<file path="config.mk">
export PLATFORM = sky130hd
export DESIGN_NAME = dual_parity_net
export DESIGN_NICKNAME = d
export VERILOG_FILES = /design/src/rtl/dual_parity_pkg.sv /design/src/rtl/parity_tree.sv /design/src/rtl/rx_capture.sv /design/src/rtl/tx_formatter.sv /design/src/rtl/dual_parity_net.sv
export SDC_FILE = /design/constraint.sdc
export NUM_CORES = 1
export LEC_CHECK = 0
export ABC_AREA = 0
export BUFFER_PORTS_ARGS = -buffer_cell sky130_fd_sc_hd__buf_4
export CORE_ASPECT_RATIO = 1.75
export CORE_UTILIZATION = 44
export CTS_CLUSTER_SIZE = 28
export DETAILED_ROUTE_END_ITERATION = 12
export PLACE_DENSITY_LB_ADDON = 0.25
export SYNTH_ARGS = -nofsm -noshare
export SYNTH_HDL_FRONTEND = slang
export SYNTH_SLANG_ARGS = --single-unit
</file>
<file path="constraint.sdc">
create_clock -name clk -period 4.8 [get_ports clk]
set_input_delay 0.48 -clock clk [delete_from_list [all_inputs] [get_ports clk]]
set_output_delay 0.48 -clock clk [all_outputs]
set_load 0.03 [all_outputs]
</file>
<file path="src/rtl/dual_parity_pkg.sv">
package dual_parity_pkg;

  typedef enum logic {
    FMT_WORD = 1'b0,
    FMT_CHAR = 1'b1
  } tx_fmt_e;

  // Turn an XOR fold into the bit that completes the requested parity sense.
  function automatic logic complete_parity(input logic fold, input logic odd_sense);
    return odd_sense ? ~fold : fold;
  endfunction

endpackage

</file>
<file path="src/rtl/parity_tree.sv">
module parity_tree #(
  parameter int WIDTH = 8,
  parameter bit ODD   = 1'b1
) (
  input  logic [WIDTH-1:0] bits_i,
  output logic             par_o
);
  logic [WIDTH-1:0] chain;

  assign chain[0] = bits_i[0];
  for (genvar g = 1; g < WIDTH; g++) begin : g_fold
    assign chain[g] = chain[g-1] ^ bits_i[g];
  end

  assign par_o = dual_parity_pkg::complete_parity(chain[WIDTH-1], ODD);
endmodule

</file>
<file path="src/rtl/rx_capture.sv">
module rx_capture #(
  parameter int DATA_W = 18,
  parameter int CTL_W  = 3,
  localparam int LINE_W = DATA_W + CTL_W
) (
  input  logic              clk,
  input  logic              rst,
  input  logic              load_i,
  input  logic [LINE_W-1:0] rx_i,
  output logic [DATA_W-1:0] data_q,
  output logic [CTL_W-1:0]  ctl_q
);
  always_ff @(posedge clk) begin
    if (rst) begin
      data_q <= '0;
      ctl_q  <= '0;
    end else if (load_i) begin
      data_q <= rx_i[DATA_W-1:0];
      ctl_q  <= rx_i[LINE_W-1:DATA_W];
    end
  end
endmodule

</file>
<file path="src/rtl/tx_formatter.sv">
module tx_formatter #(
  parameter int DATA_W = 18,
  parameter int CHAR_W = 6,
  localparam int LINE_W = DATA_W + 3
) (
  input  dual_parity_pkg::tx_fmt_e fmt_i,
  input  logic [DATA_W-1:0]        data_i,
  input  logic [2:0]               ctl_i,
  input  logic                     word_par_i,
  input  logic                     char_par_i,
  output logic [LINE_W-1:0]        tx_o
);
  always_comb begin
    tx_o = '0;
    if (fmt_i == dual_parity_pkg::FMT_CHAR) begin
      tx_o[CHAR_W-1:0] = data_i[CHAR_W-1:0];
      tx_o[CHAR_W]     = ctl_i[0];
      tx_o[LINE_W-1]   = char_par_i;
    end else begin
      tx_o = {word_par_i, ctl_i[1:0], data_i};
    end
  end
endmodule

</file>
<file path="src/rtl/dual_parity_net.sv">
module dual_parity_net #(
  parameter int DATA_W  = 18,
  parameter int CHAR_W  = 6,
  parameter bit ODD_PAR = 1'b1,
  localparam int LINE_W = DATA_W + 3
) (
  input  logic              clk,
  input  logic              rst,
  input  logic              load_i,
  input  logic [LINE_W-1:0] rx_word_i,
  input  logic              tx_char_i,
  output logic [DATA_W-1:0] data_o,
  output logic [2:0]        ctl_o,
  output logic              word_par_o,
  output logic              char_par_o,
  output logic              word_err_o,
  output logic              char_err_o,
  output logic [LINE_W-1:0] tx_word_o
);
  import dual_parity_pkg::*;

  localparam int WORD_IN_W = DATA_W + 2;
  localparam int CHAR_IN_W = CHAR_W + 1;
  localparam int CHK_IN_W  = CHAR_W + 2;

  logic [DATA_W-1:0]    data_q;
  logic [2:0]           ctl_q;
  logic [WORD_IN_W-1:0] word_tree_in;
  logic [CHAR_IN_W-1:0] char_tree_in;
  logic [CHK_IN_W-1:0]  chk_tree_in;
  logic                 word_par_w;
  logic                 char_par_w;
  logic                 char_chk_w;
  tx_fmt_e              fmt;

  rx_capture #(.DATA_W(DATA_W), .CTL_W(3)) u_cap (
    .clk    (clk),
    .rst    (rst),
    .load_i (load_i),
    .rx_i   (rx_word_i),
    .data_q (data_q),
    .ctl_q  (ctl_q)
  );

  assign word_tree_in = {ctl_q[1:0], data_q};
  assign char_tree_in = {ctl_q[0], data_q[CHAR_W-1:0]};
  assign chk_tree_in  = {ctl_q[2], ctl_q[0], data_q[CHAR_W-1:0]};

  parity_tree #(.WIDTH(WORD_IN_W), .ODD(ODD_PAR)) u_word_tree (
    .bits_i (word_tree_in),
    .par_o  (word_par_w)
  );

  parity_tree #(.WIDTH(CHAR_IN_W), .ODD(ODD_PAR)) u_char_tree (
    .bits_i (char_tree_in),
    .par_o  (char_par_w)
  );

  // Folding the stored parity bit into the character set gives a syndrome:
  // its completing bit is 1 exactly when the eight-level character is wrong.
  parity_tree #(.WIDTH(CHK_IN_W), .ODD(ODD_PAR)) u_chk_tree (
    .bits_i (chk_tree_in),
    .par_o  (char_chk_w)
  );

  assign fmt = tx_char_i ? FMT_CHAR : FMT_WORD;

  tx_formatter #(.DATA_W(DATA_W), .CHAR_W(CHAR_W)) u_fmt (
    .fmt_i      (fmt),
    .data_i     (data_q),
    .ctl_i      (ctl_q),
    .word_par_i (word_par_w),
    .char_par_i (char_par_w),
    .tx_o       (tx_word_o)
  );

  assign data_o     = data_q;
  assign ctl_o      = ctl_q;
  assign word_par_o = word_par_w;
  assign char_par_o = char_par_w;
  assign word_err_o = word_par_w ^ ctl_q[2];
  assign char_err_o = char_chk_w;
endmodule

</file>
== Yosys cells after proc, flatten, opt, wreduce, memory -nomap -nowiden ==
Cells that the tools add are included.
Storage, ports and cells
  register bits: 21
  latch bits: 0
  memory bits (writable): 0
  ROM bits: 0
  bits of input ports: 25
  output and inout bits: 46
  word-level logic and storage cells: 31
  memories: 0
Cells by class
  $add $sub $neg: 0
  multipliers: 0
  div/mod/pow operators: 0
  order comparisons: 0
  equality and inequality tests: 0
  shift operators: 0
  muxes and demuxes: 4
  bitwise gates (word level): 25
  reductions and logical operators: 0
Operators by type and width (number)
  bitwise XOR 1 bit: 22
  2-to-1 mux 13 bit: 1
  2-to-1 mux 7 bit: 1
  NOT 1 bit: 3
  2-to-1 mux 1 bit: 2

== Longest topological paths before layout ==
Gate-level depths: netlist (run 1).
  word-level depth: 21
  mapped depth: 5
  depth with buffers taken out: 5

== By module ==
Synthesis (run 1) repeated with hierarchy kept, for this count alone.
Unflattened totals
  cell total of the unflattened synthesis: 120
  area, all modules: 1213.7 sq um
By module, submodules not included
  rx_capture: instances 1, cells an instance 68, area an instance 752.0 sq um, seq. area each 420.4 sq um
  parity_tree (u_word_tree): instances 1, cells an instance 18, area an instance 171.4 sq um, seq. area each 0.0 sq um
  tx_formatter: instances 1, cells an instance 22, area an instance 157.7 sq um, seq. area each 0.0 sq um
  parity_tree (u_char_tree): instances 1, cells an instance 4, area an instance 62.6 sq um, seq. area each 0.0 sq um
  parity_tree (u_chk_tree): instances 1, cells an instance 7, area an instance 61.3 sq um, seq. area each 0.0 sq um
  dual_parity_net: instances 1, cells an instance 1, area an instance 8.8 sq um, seq. area each 0.0 sq um

== Least setup slack after synthesis (run 1) ==
OpenSTA, ideal clock, no wires.
  kind: reg2out
  start: register u_cap.data_q[0]
  end: output word_err_o
  data arrival time: 2.072 ns
  data required time: 4.320 ns
  path slack: 2.248 ns
  cell stages (with the launch flop): 6
  buffers on the path: 0
  path through: dfxtp_1 -> xor2_1 -> xnor2_1 -> xor2_1 -> xnor2_1 -> xnor2_1
On the way
  cells in the longest elaborated chain, start to end: 21
Ends and longest elaborated chain
  start, declared: line rx_capture.sv:10  | output logic [DATA_W-1:0] data_q,
  start signal, assigned: line rx_capture.sv:18  | data_q <= rx_i[DATA_W-1:0];
  bitwise XOR 1 bit (19 in series): line parity_tree.sv:12  | assign chain[g] = chain[g-1] ^ bits_i[g];
  NOT 1 bit: line dual_parity_pkg.sv:10  | return odd_sense ? ~fold : fold;
  bitwise XOR 1 bit: line dual_parity_net.sv:81  | assign word_err_o = word_par_w ^ ctl_q[2];
  end, declared: line dual_parity_net.sv:16  | output logic word_err_o,
Every way passes these cells.

== Worst setup path after layout (run 1) ==
  start: register u_cap.data_q[10]
  end: output tx_word_o[20]
On the way
  cells in the longest elaborated chain, start to end: 12
Ends and longest elaborated chain
  bitwise XOR 1 bit (10 in series): line parity_tree.sv:12
  NOT 1 bit: line dual_parity_pkg.sv:10
  2-to-1 mux 1 bit: line tx_formatter.sv:15  | if (fmt_i == dual_parity_pkg::FMT_CHAR) begin
  end, declared: line dual_parity_net.sv:18  | output logic [LINE_W-1:0] tx_word_o
Every way passes these cells.

==> impl_metrics.toml, run 1 <==
[status]
status = "completed"

[final_layout]
final_nets = 199
drive_gt1_share_pct = 43.9
fin_util_pct = 70.3
diodes = 0
area_growth_pct = 49.0
fillers = 193

[floorplanning]
io_pins = 71
start_util_pct = 47.2
dieArea_sq_um = 2680
die_y_microns = 67.7
core-area_sq_um = 2300
die_w_microns = 39.6
fp-row-count = 23

[sta]
timing.setup.tns_ns = 0
tightest_slew_ns = 0.353
slew_violations = 0
hold_viol_final = 0
fmax_mhz = 392
finClkSkew_ns = 0
finalSetupViolCount = 0
rsz0062_at_grt = "false"
fin_crit_ns = 2.55
finalCritPeriodShare_pct = 53.2
max_slew_margin_pct = 76.5

[min_path]
min_path_type = "in -> reg"

[placed_design]
dpl.hpwl_mm = 1.86
port_buffers = 70
globalplace.congestion = 0.682

[clock_tree]
clk-insertion-delay-late_ns = 0.25
cts.sinks = 21
cts_buffer_depth = 2
cts_setup_buffers = 0
cts_resized = 0
htree_num_levels = 1
clkSlewWorstSetupHoldPaths_ns = 0.07
holdBufCountCts = 0
cts_tree = "yes"
clock-root-buffer = "clkbuf_8"
cts_buffers = 3

[global_route]
grt_first_pass_wirelength_mm = 3.33
grt_use_total_pct = 18.0
grt_max_degree = 22
antenna_found_initial = 0
grt-ovfl-total = 0
grt_pass1_vias = 792

[synthesis]
syn_inst = 111
syn-num-nets = 136
synth_cell_types = 14
synth_area_leaders = "dfxtp_1, mux2i_1, xnor2_1"
syn_area_sq_um = 1090
yosysSeqAreaShare_pct = 38.7
avgSynthCellArea_sq_um = 9.78
ys_ff_latch = 21
synth_top_area_share_pct = 38.7
synth_top_area_cell = "dfxtp_1"
synth_warnings = 0

[pwr]
clkPwrFrac_pct = 17.7
p_int_mw = 0.377
power_switching_mw = 0.238
p_sw_share_pct = 38.6
pwr-share-seq_pct = 31.9
power_frac_comb_pct = 50.4
powerDensity_nw_per_um2 = 380
power.leakage_nw = 0.831
vdd_drop_max_uv = 226

[detailed_routing]
drc_errors = 0
wirelength_mm = 2.39
drtAntennaViolNets = 0
vias = 946
drt-initial-drc-count = 5
dr.pass1.iters = 3
wire_per_inst_microns = 12.1
post_drt_via_cell_ratio = 4.78

[critical_path]
setup.worst_path.class = "reg -> out"
arrival_ns = 2.07
required_ns = 4.32
cp_max_fo = 4
critPathLaunchType = "register"
endpoint_kind = "output port"

[run]
cap_viol_max_count = 0
-- power by group through the flow --
stage	Clock (mW)	Combinational [mW]	Sequential, mW
floorplan	0	0.189	0.219
global placement	0	0.309	0.199
detailed placement	0	0.312	0.200
CTS	0.114	0.313	0.196
global route	0.122	0.327	0.198
finish	0.109	0.310	0.196
-- cells by family (layout without fill, tap and decap cells) --
| kind of cell | after synthesis | in the layout | synth area share (%) |
|---|---|---|---|
| flops | 21 | 21 | 38.7 |
| buf+inv | 13 | 75 | 6.80 |
| xor+xnor | 20 | 20 | 18.8 |
| mux | 22 | 22 | 20.4 |
| simple gates | 35 | 35 | 15.3 |
-- flip-flops by register name, indices dropped and copies added (netlist names) --
register / count
u_cap.ctl_q: 3
u_cap.data_q: 18
-- per-stage QoR --
step                      power, mW  instances  hold WS (ns)  setup slack (ns)  cell area [sq um]
after floorplan               0.408        111         0.552              2.25               1090
after global placement        0.508        194         0.533              2.54               1570
after detailed placement      0.513        194         0.546              2.50               1570
after CTS                     0.623        198         0.461              2.22               1620
after global routing          0.647        198         0.452              2.16               1620
final                         0.615        198         0.465              2.25               1620
-- final timing paths --
path                                               startpoint                            to  slack (ns)  depth (start not counted)
worst max-delay path            u_cap.data_q[10]$_SDFFE_PP0P_                 tx_word_o[20]        2.25                          6
worst min register to register    u_cap.ctl_q[2]$_SDFFE_PP0P_   u_cap.ctl_q[2]$_SDFFE_PP0P_        0.56                          2
worst min-delay path                             rx_word_i[7]  u_cap.data_q[7]$_SDFFE_PP0P_        0.46                          3
worst max register to register   u_cap.data_q[2]$_SDFFE_PP0P_  u_cap.data_q[2]$_SDFFE_PP0P_        4.12                          2
-- area by class of cell --
class / count / area (sq um) / share of cell area (%)
inverters: 1 / 3.75 / 0.232
multi-input cells: 77 / 592 / 36.6
repair buffers: 70 / 526 / 32.5
well taps: 25 / 31.3 / 1.93
clock buffers: 4 / 45.0 / 2.78
flip-flops and latches: 21 / 420 / 26.0
-- cell usage after synthesis --
| library cell | number |
|---|---|
| dfxtp_1 | 21 |
| mux2i_1 | 21 |
| nor2_1 | 21 |
| xnor2_1 | 15 |
| nor2b_1 | 13 |
| buf_4 | 6 |
| clkbuf_1 | 4 |
| xor2_1 | 3 |
| buf_2 | 2 |
| inv_1 | 1 |
| mux2_2 | 1 |
| nor2_2 | 1 |
| xnor3_1 | 1 |
| xnor3_2 | 1 |
-- critical path, stage by stage, from the launching register on --
cell,delay [ns]
dfxtp_1,0.34
xnor2_1,0.22
xnor3_1,0.42
xnor3_2,0.44
nor2_2,0.11
xnor2_1,0.12
buf_4,0.18
-- cell usage in the layout (no fill, tap or decap), drive strengths merged, types with 2 or more instances in the layout --
cell type / n
nor2: 22
dfxtp: 21
xor2: 3
clkbuf: 4
mux2i: 21
buf: 70
xnor3: 2
xnor2: 15
nor2b: 13
-- routing by layer --
metal / global-route usage (%) / wire [microns] / up-vias
li1: - / - / 470
met1: 16.1 / 854 / 435
met2: 35.2 / 1400 / 39
met3: 2.96 / 109 / 2
met4: 8.62 / 21 / 0
met5: 0 / 0 / -
(Power assumes the default switching activity.)
==> run 2: changes to the inputs <==
--- a/config.mk
+++ b/config.mk
@@ -8,7 +8,7 @@
 export ABC_AREA = 0
 export BUFFER_PORTS_ARGS = -buffer_cell sky130_fd_sc_hd__buf_4
 export CORE_ASPECT_RATIO = 1.75
-export CORE_UTILIZATION = 44
+export CORE_UTILIZATION = 37
 export CTS_CLUSTER_SIZE = 28
 export DETAILED_ROUTE_END_ITERATION = 12
 export PLACE_DENSITY_LB_ADDON = 0.25
==> constraint.sdc (replaced) <==
create_clock -name clk -period 2.3 [get_ports clk]
set_input_delay 0.23 -clock clk [delete_from_list [all_inputs] [get_ports clk]]
set_output_delay 0.23 -clock clk [all_outputs]
set_load 0.03 [all_outputs]
==> run 2 against run 1 <==
  * Setup slack got worse by 2.1 ns
  * Clock-buffer cell count did not move
  * Utilization fell by 11 points
  * Cell count rose by 1.0%
  * Worst hold slack got worse by 0.26 ns
  * Via count rose by 0.74%
  * Critical path type unchanged
  * Register-to-register slack got worse by 2.5 ns
  * Combinational power rose by 110%
==> impl_metrics.toml, run 2 (synthesized netlist as in run 1, its figures left out) <==
[final_layout]
top_register = "u_cap.data_q"
largest_reg_flops = 18
diodes = 0
top_regs = "u_cap.data_q (18), u_cap.ctl_q (3)"
final_nets = 199
final_cell_mix = "buf_4, mux2i_1, nor2_1, dfxtp_1, xnor2_1"
layout_commonest_cell = "buf_4"
area_growth_pct = 49.3
drive_gt1_share_pct = 44.5
fillers = 260

[critical_path]
timing.rr.end = "u_cap.data_q[14]$_SDFFE_PP0P_"
required_ns = 2.07
arrival_ns = 1.90
endpoint_kind = "output port"
reg2reg_slack_ns = 1.62
cp-startpoint = "u_cap.data_q[14]$_SDFFE_PP0P_"
critPathLaunchType = "register"
reg2reg_from = "u_cap.data_q[14]$_SDFFE_PP0P_"
setup.worst_path.class = "reg -> out"
ff2ff_path_depth = 2
cp_max_fo = 4

[global_route]
grt_first_pass_wirelength_mm = 3.97
grt_use_total_pct = 16.6
grt_max_degree = 22
antenna_found_initial = 0
grt-ovfl-total = 0
grt_pass1_vias = 853

[floorplanning]
start_util_pct = 39.5
io_pins = 71
fp-row-count = 25
core-area_sq_um = 2750
die_y_microns = 73.7
dieArea_sq_um = 3160
die_w_microns = 43.0

[sta]
hold_viol_final = 0
timing.setup.tns_ns = 0
tightest_slew_ns = 0.354
max_slew_margin_pct = 76.4
slew_violations = 0
fin_crit_ns = 2.13
finalCritPeriodShare_pct = 92.7
rsz0062_at_grt = "false"
fmax_mhz = 469
finalSetupViolCount = 0
holdWs_ns = 0.202
finClkSkew_ns = 0

[clock_tree]
clock-root-buffer = "clkbuf_8"
cts_buffer_depth = 2
clkSlewWorstSetupHoldPaths_ns = 0.08
clk-insertion-delay-late_ns = 0.26
cts_buffers = 3
cts.sinks = 21
cts_tree = "yes"
holdBufCountCts = 0
htree_num_levels = 1

[pwr]
vdd_drop_max_uv = 408
power_switching_mw = 0.511
p_int_mw = 0.783
powerDensity_nw_per_um2 = 798
p_sw_share_pct = 39.5
power.leakage_nw = 0.831
clkPwrFrac_pct = 18.6
power_frac_comb_pct = 49.7
pwr-share-seq_pct = 31.7

[detailed_routing]
wirelength_mm = 2.58
vias = 953
wl_met2_mm = 1.43
top_layer = "met4"
post_drt_via_cell_ratio = 4.77
drc_errors = 0
wl_met1_microns = 956
wl_met3_microns = 166
dr.pass1.iters = 3
drtAntennaViolNets = 0
wire_per_inst_microns = 12.9
drt-initial-drc-count = 3

[min_path]
min_to = "u_cap.data_q[0]$_SDFFE_PP0P_"
min_path_type = "in -> reg"
min-delay-start = "rx_word_i[0]"
holdPathStages = 3

[placed_design]
globalplace.congestion = 0.705
dpl.hpwl_mm = 2.00
port_buffers = 70

[run]
cap_viol_max_count = 0

[status]
status = "completed"
## run 2: worst max path at each step
stage / endpoint / slack [ns]
after floorplan: word_err_o / -0.002
after global placement: tx_word_o[20] / 0.28
after detailed placement: tx_word_o[20] / 0.27
after CTS: tx_word_o[20] / 0.13
after global routing: tx_word_o[20] / 0.01
final: tx_word_o[20] / 0.17
## run 2: cell type report
class                      count  area, sq um  area share (%)
multi-input combinational     77          592            36.5
timing repair buffer          70          526            32.4
tap                           27         33.8            2.08
inverter                       1         3.75           0.231
sequential                    21          422            26.0
clock buffer                   4         45.0            2.78
## run 2: repair_timing
| action | in CTS | in global routing |
|---|---|---|
| setup endpoints to repair | 1 | 0 |
| resized for setup | 1 | 0 |
| hold endpoints to repair | 0 | 0 |
| buffers inserted | 0 | 0 |
## run 2: power groups by stage
stage	Sequential (mW)	Combinational [mW]	Clock, mW
floorplan	0.457	0.394	0
global placement	0.417	0.645	0
detailed placement	0.419	0.652	0
CTS	0.411	0.649	0.250
global route	0.414	0.676	0.269
finish	0.410	0.643	0.241
## run 2: routing by layer
metal	GRT usage (%)	vias to the layer above
li1	-	470
met1	17.7	433
met2	31.5	48
met3	2.21	2
met4	7.07	0
met5	0	-
## run 2: through the flow
step	worst slack [ns]	power (mW)	instances	utilization, %	cell area, sq um
after global routing	0.0141	1.36	200	58.9	1620
final	0.167	1.29	200	58.9	1620
after global placement	0.278	1.06	196	57.2	1580
after CTS	0.132	1.31	200	58.9	1620
after detailed placement	0.270	1.07	196	57.2	1580
after floorplan	-0.00215	0.852	111	-	1090
## run 2: critical path, cell delays in order (launching register included)
cell and delay (ns):
dfxtp_1 0.36, xnor2_1 0.25, xnor3_1 0.35, xnor3_2 0.28, nor2_2 0.11, xnor2_1 0.12, buf_4 0.18
==> run 3: changes to the inputs <==
--- a/config.mk
+++ b/config.mk
@@ -5,10 +5,10 @@
 export SDC_FILE = /design/constraint.sdc
 export NUM_CORES = 1
 export LEC_CHECK = 0
-export ABC_AREA = 0
+export ABC_AREA = 1
 export BUFFER_PORTS_ARGS = -buffer_cell sky130_fd_sc_hd__buf_4
 export CORE_ASPECT_RATIO = 1.75
-export CORE_UTILIZATION = 37
+export CORE_UTILIZATION = 39
 export CTS_CLUSTER_SIZE = 28
 export DETAILED_ROUTE_END_ITERATION = 12
 export PLACE_DENSITY_LB_ADDON = 0.25
==> run 3 against run 2 <==
  * The run now ends with DRC left
  * Area after synthesis increased by 12%
  * Sequential cell count did not move
  * Cell count grew 40%
  * Wire length up 8.6%
  * Sequential power increased by 1%
  * Final area grew 9.0%
  * Register-to-register slack worse by 0.21 ns
  * Via count is 35% higher
  * Synthesized cell count rose by 71%
  * Highest routed layer unchanged
  * Non-clock buffer count increased by 1
  * First-iteration DRC count grew to 8.0 times the previous value
==> impl_metrics.toml, run 3 <==
[sta]
rsz0062_at_grt = "false"
timing.setup.tns_ns = 0
tightest_slew_ns = 0.543
finalCritPeriodShare_pct = 88.0
finalSetupViolCount = 0
worst_slack_ns = 0.276
finClkSkew_ns = 0
slew_violations = 0
fin_crit_ns = 2.02
fmax_mhz = 494
hold_viol_final = 0
max_slew_margin_pct = 63.8

[synthesis]
synth_warnings = 0
synth.area.mux_share_pct = 0
synth_common_cells = "nand2_1, nor2_1, inv_1"
synth_top_family_by_area = "simple AND/OR/NAND/NOR gates"
yosys.area_share.xor_xnor_pct = 3.49
synth-edff-count = 0
yosysSeqAreaShare_pct = 34.5
synth_area_leaders = "dfxtp_1, nand2_1, a211oi_1"
synthAdderAreaFrac_pct = 0
syn-num-nets = 215
synth_cell_types = 17
syn_area_sq_um = 1220
synth-simple-area-share_pct = 33.1
avgSynthCellArea_sq_um = 6.41
syn_inst = 190
synth_top_area_share_pct = 34.5
synth_ff_type = "dfxtp_1"
ys_ff_latch = 21
synth.most_common_cell = "nand2_1"
synth_top_area_cell = "dfxtp_1"
async_flop_share_pct = 0
synth_compound_area_share_pct = 13.2

[detailed_routing]
vias = 1283
post_drt_via_cell_ratio = 4.60
wire_per_inst_microns = 10.0
drc_errors = 3
drt-initial-drc-count = 24
wirelength_mm = 2.80
dr.pass1.iters = 8
drtAntennaViolNets = 0

[clock_tree]
cts_resized = 0
cts_tree = "yes"
cts.sinks = 21
cts_buffers = 3
clkSlewWorstSetupHoldPaths_ns = 0.07
clk-insertion-delay-late_ns = 0.25
htree_num_levels = 1
cts_buffer_depth = 2
cts_setup_buffers = 0
holdBufCountCts = 0
clock-root-buffer = "clkbuf_8"

[final_layout]
fillers = 302
area_growth_pct = 45.2
final_cell_area_sq_um = 1770
final_cell_mix = "buf_4, nand2_1, nor2_1, inv_1, dfxtp_1"
diodes = 0
top_register = "u_cap.data_q"
layout_commonest_cell = "buf_4"
final_nets = 277
instances_no_fill = 279
multi_input_area_sq_um = 606
drive_gt1_share_pct = 34.3
top_regs = "u_cap.data_q (18), u_cap.ctl_q (3)"
largest_reg_flops = 18
regArea_sq_um = 420

[floorplanning]
fp-row-count = 26
die_w_microns = 44.2
dieArea_sq_um = 3360
io_pins = 71
core-area_sq_um = 2930
die_y_microns = 75.9
start_util_pct = 41.6

[critical_path]
crit_buf_inv = 4
required_ns = 2.07
arrival_ns = 1.79
setup.worst_path.class = "reg -> out"
cp_max_fo = 4
crit_top_cell = "nand2_1"
endpoint_kind = "output port"
crit_chain = "inv_1 -> nand2_1 -> nand2_1 -> nand2_1 -> nand2_1 -> inv_2 -> nand2_1 -> nand2_1 -> nand2_1 -> nand2_4 -> inv_1 -> nand2_2 -> nand2_1 -> nand2_1 -> nand2_1 -> buf_4"
critPathTopFamily = "simple AND/OR/NAND/NOR gates"
crit_slowest_cell = "dfxtp_1"
slowest_delay_ns = 0.39
critPathLaunchType = "register"

[run]
cap_viol_max_count = 0

[global_route]
grt-ovfl-total = 0
grt-busiest-layer = "met2"
grt_max_degree = 26
grtUsageMet3_pct = 2.14
gr-usage-met1_pct = 20.8
antenna_found_initial = 0
gr-usage-met2_pct = 30.7
grt_pass1_vias = 1071
grt_use_total_pct = 17.3
grt_first_pass_wirelength_mm = 4.60

[placed_design]
dpl.hpwl_mm = 2.14
port_buffers = 70
post-place-ws_ns = 0.557
placed_area_sq_um = 1720
dp.cells = 275
globalplace.congestion = 0.746

[pwr]
powerDensity_nw_per_um2 = 657
vdd_drop_max_uv = 469
power.leakage_nw = 0.957

[status]
status = "finished, violations left"
violations = "DRC"

[min_path]
min_path_type = "in -> reg"
run 3: cell count changes in the layout (fill, tap and decap cells not counted), sizes merged, moves of 2 or more:
cell	delta
nand2	+53
inv	+30
mux2i	-21
a211oi	+20
xnor2	-14
nor2	+13
nor2b	-13
nand3	+8
nand3b	+2
xnor3	-2
run 3: tightest hold or removal path: stages:
cell and delay [ns]:
buf_4 0.10, nand2_1 0.05, a21oi_1 0.05
run 3: final timing paths:
check                          startpoint                      endpoint  slack (ns)  cells after the start
max          u_cap.data_q[2]$_SDFFE_PP0P_                    word_err_o        0.28                     16
min                          rx_word_i[5]  u_cap.data_q[5]$_SDFFE_PP0P_        0.24                      3
max reg2reg   u_cap.ctl_q[0]$_SDFFE_PP0P_   u_cap.ctl_q[0]$_SDFFE_PP0P_        1.41                      2
min reg2reg  u_cap.data_q[0]$_SDFFE_PP0P_  u_cap.data_q[0]$_SDFFE_PP0P_        0.50                      2
run 3: layout make-up:
| type | instances | area share (%) |
|---|---|---|
| Multi-Input combinational cell | 124 | 34.3 |
| Timing Repair Buffer | 71 | 30.9 |
| Sequential cell | 21 | 23.8 |
| Inverter | 31 | 6.58 |
| Clock buffer | 4 | 2.55 |
| Tap cell | 28 | 1.98 |
run 3: power breakdown:
group	total [mW]	internal [mW]	switching, mW
Combinational	0.513	0.195	0.318
Sequential	0.415	0.389	0.0252
Clock	0.234	0.123	0.111
run 3: logic make-up after synthesis:
kind of cell              after synthesis
AOI/OAI and AO/OA                      22
xor gates and xnor gates                4
buffers and inverters                  45
DFF                                    21
and+or+nand+nor                        98
run 3: stage by stage:
step,power (mW),hold slack [ns],utilization [%]
5_1_grt,1.24,0.259,60.4
4_1_cts,1.18,0.229,60.4
3_3_place_gp,0.934,0.489,58.8
2_1_floorplan,0.770,0.308,-
6_report,1.16,0.235,60.4
3_5_place_dp,0.939,0.496,58.8
run 3: layer usage:
layer	vias to the layer above	part of all wire, %
met5	-	0
met4	0	0.96
met3	2	4.7
met2	42	53
met1	534	42
li1	705	-
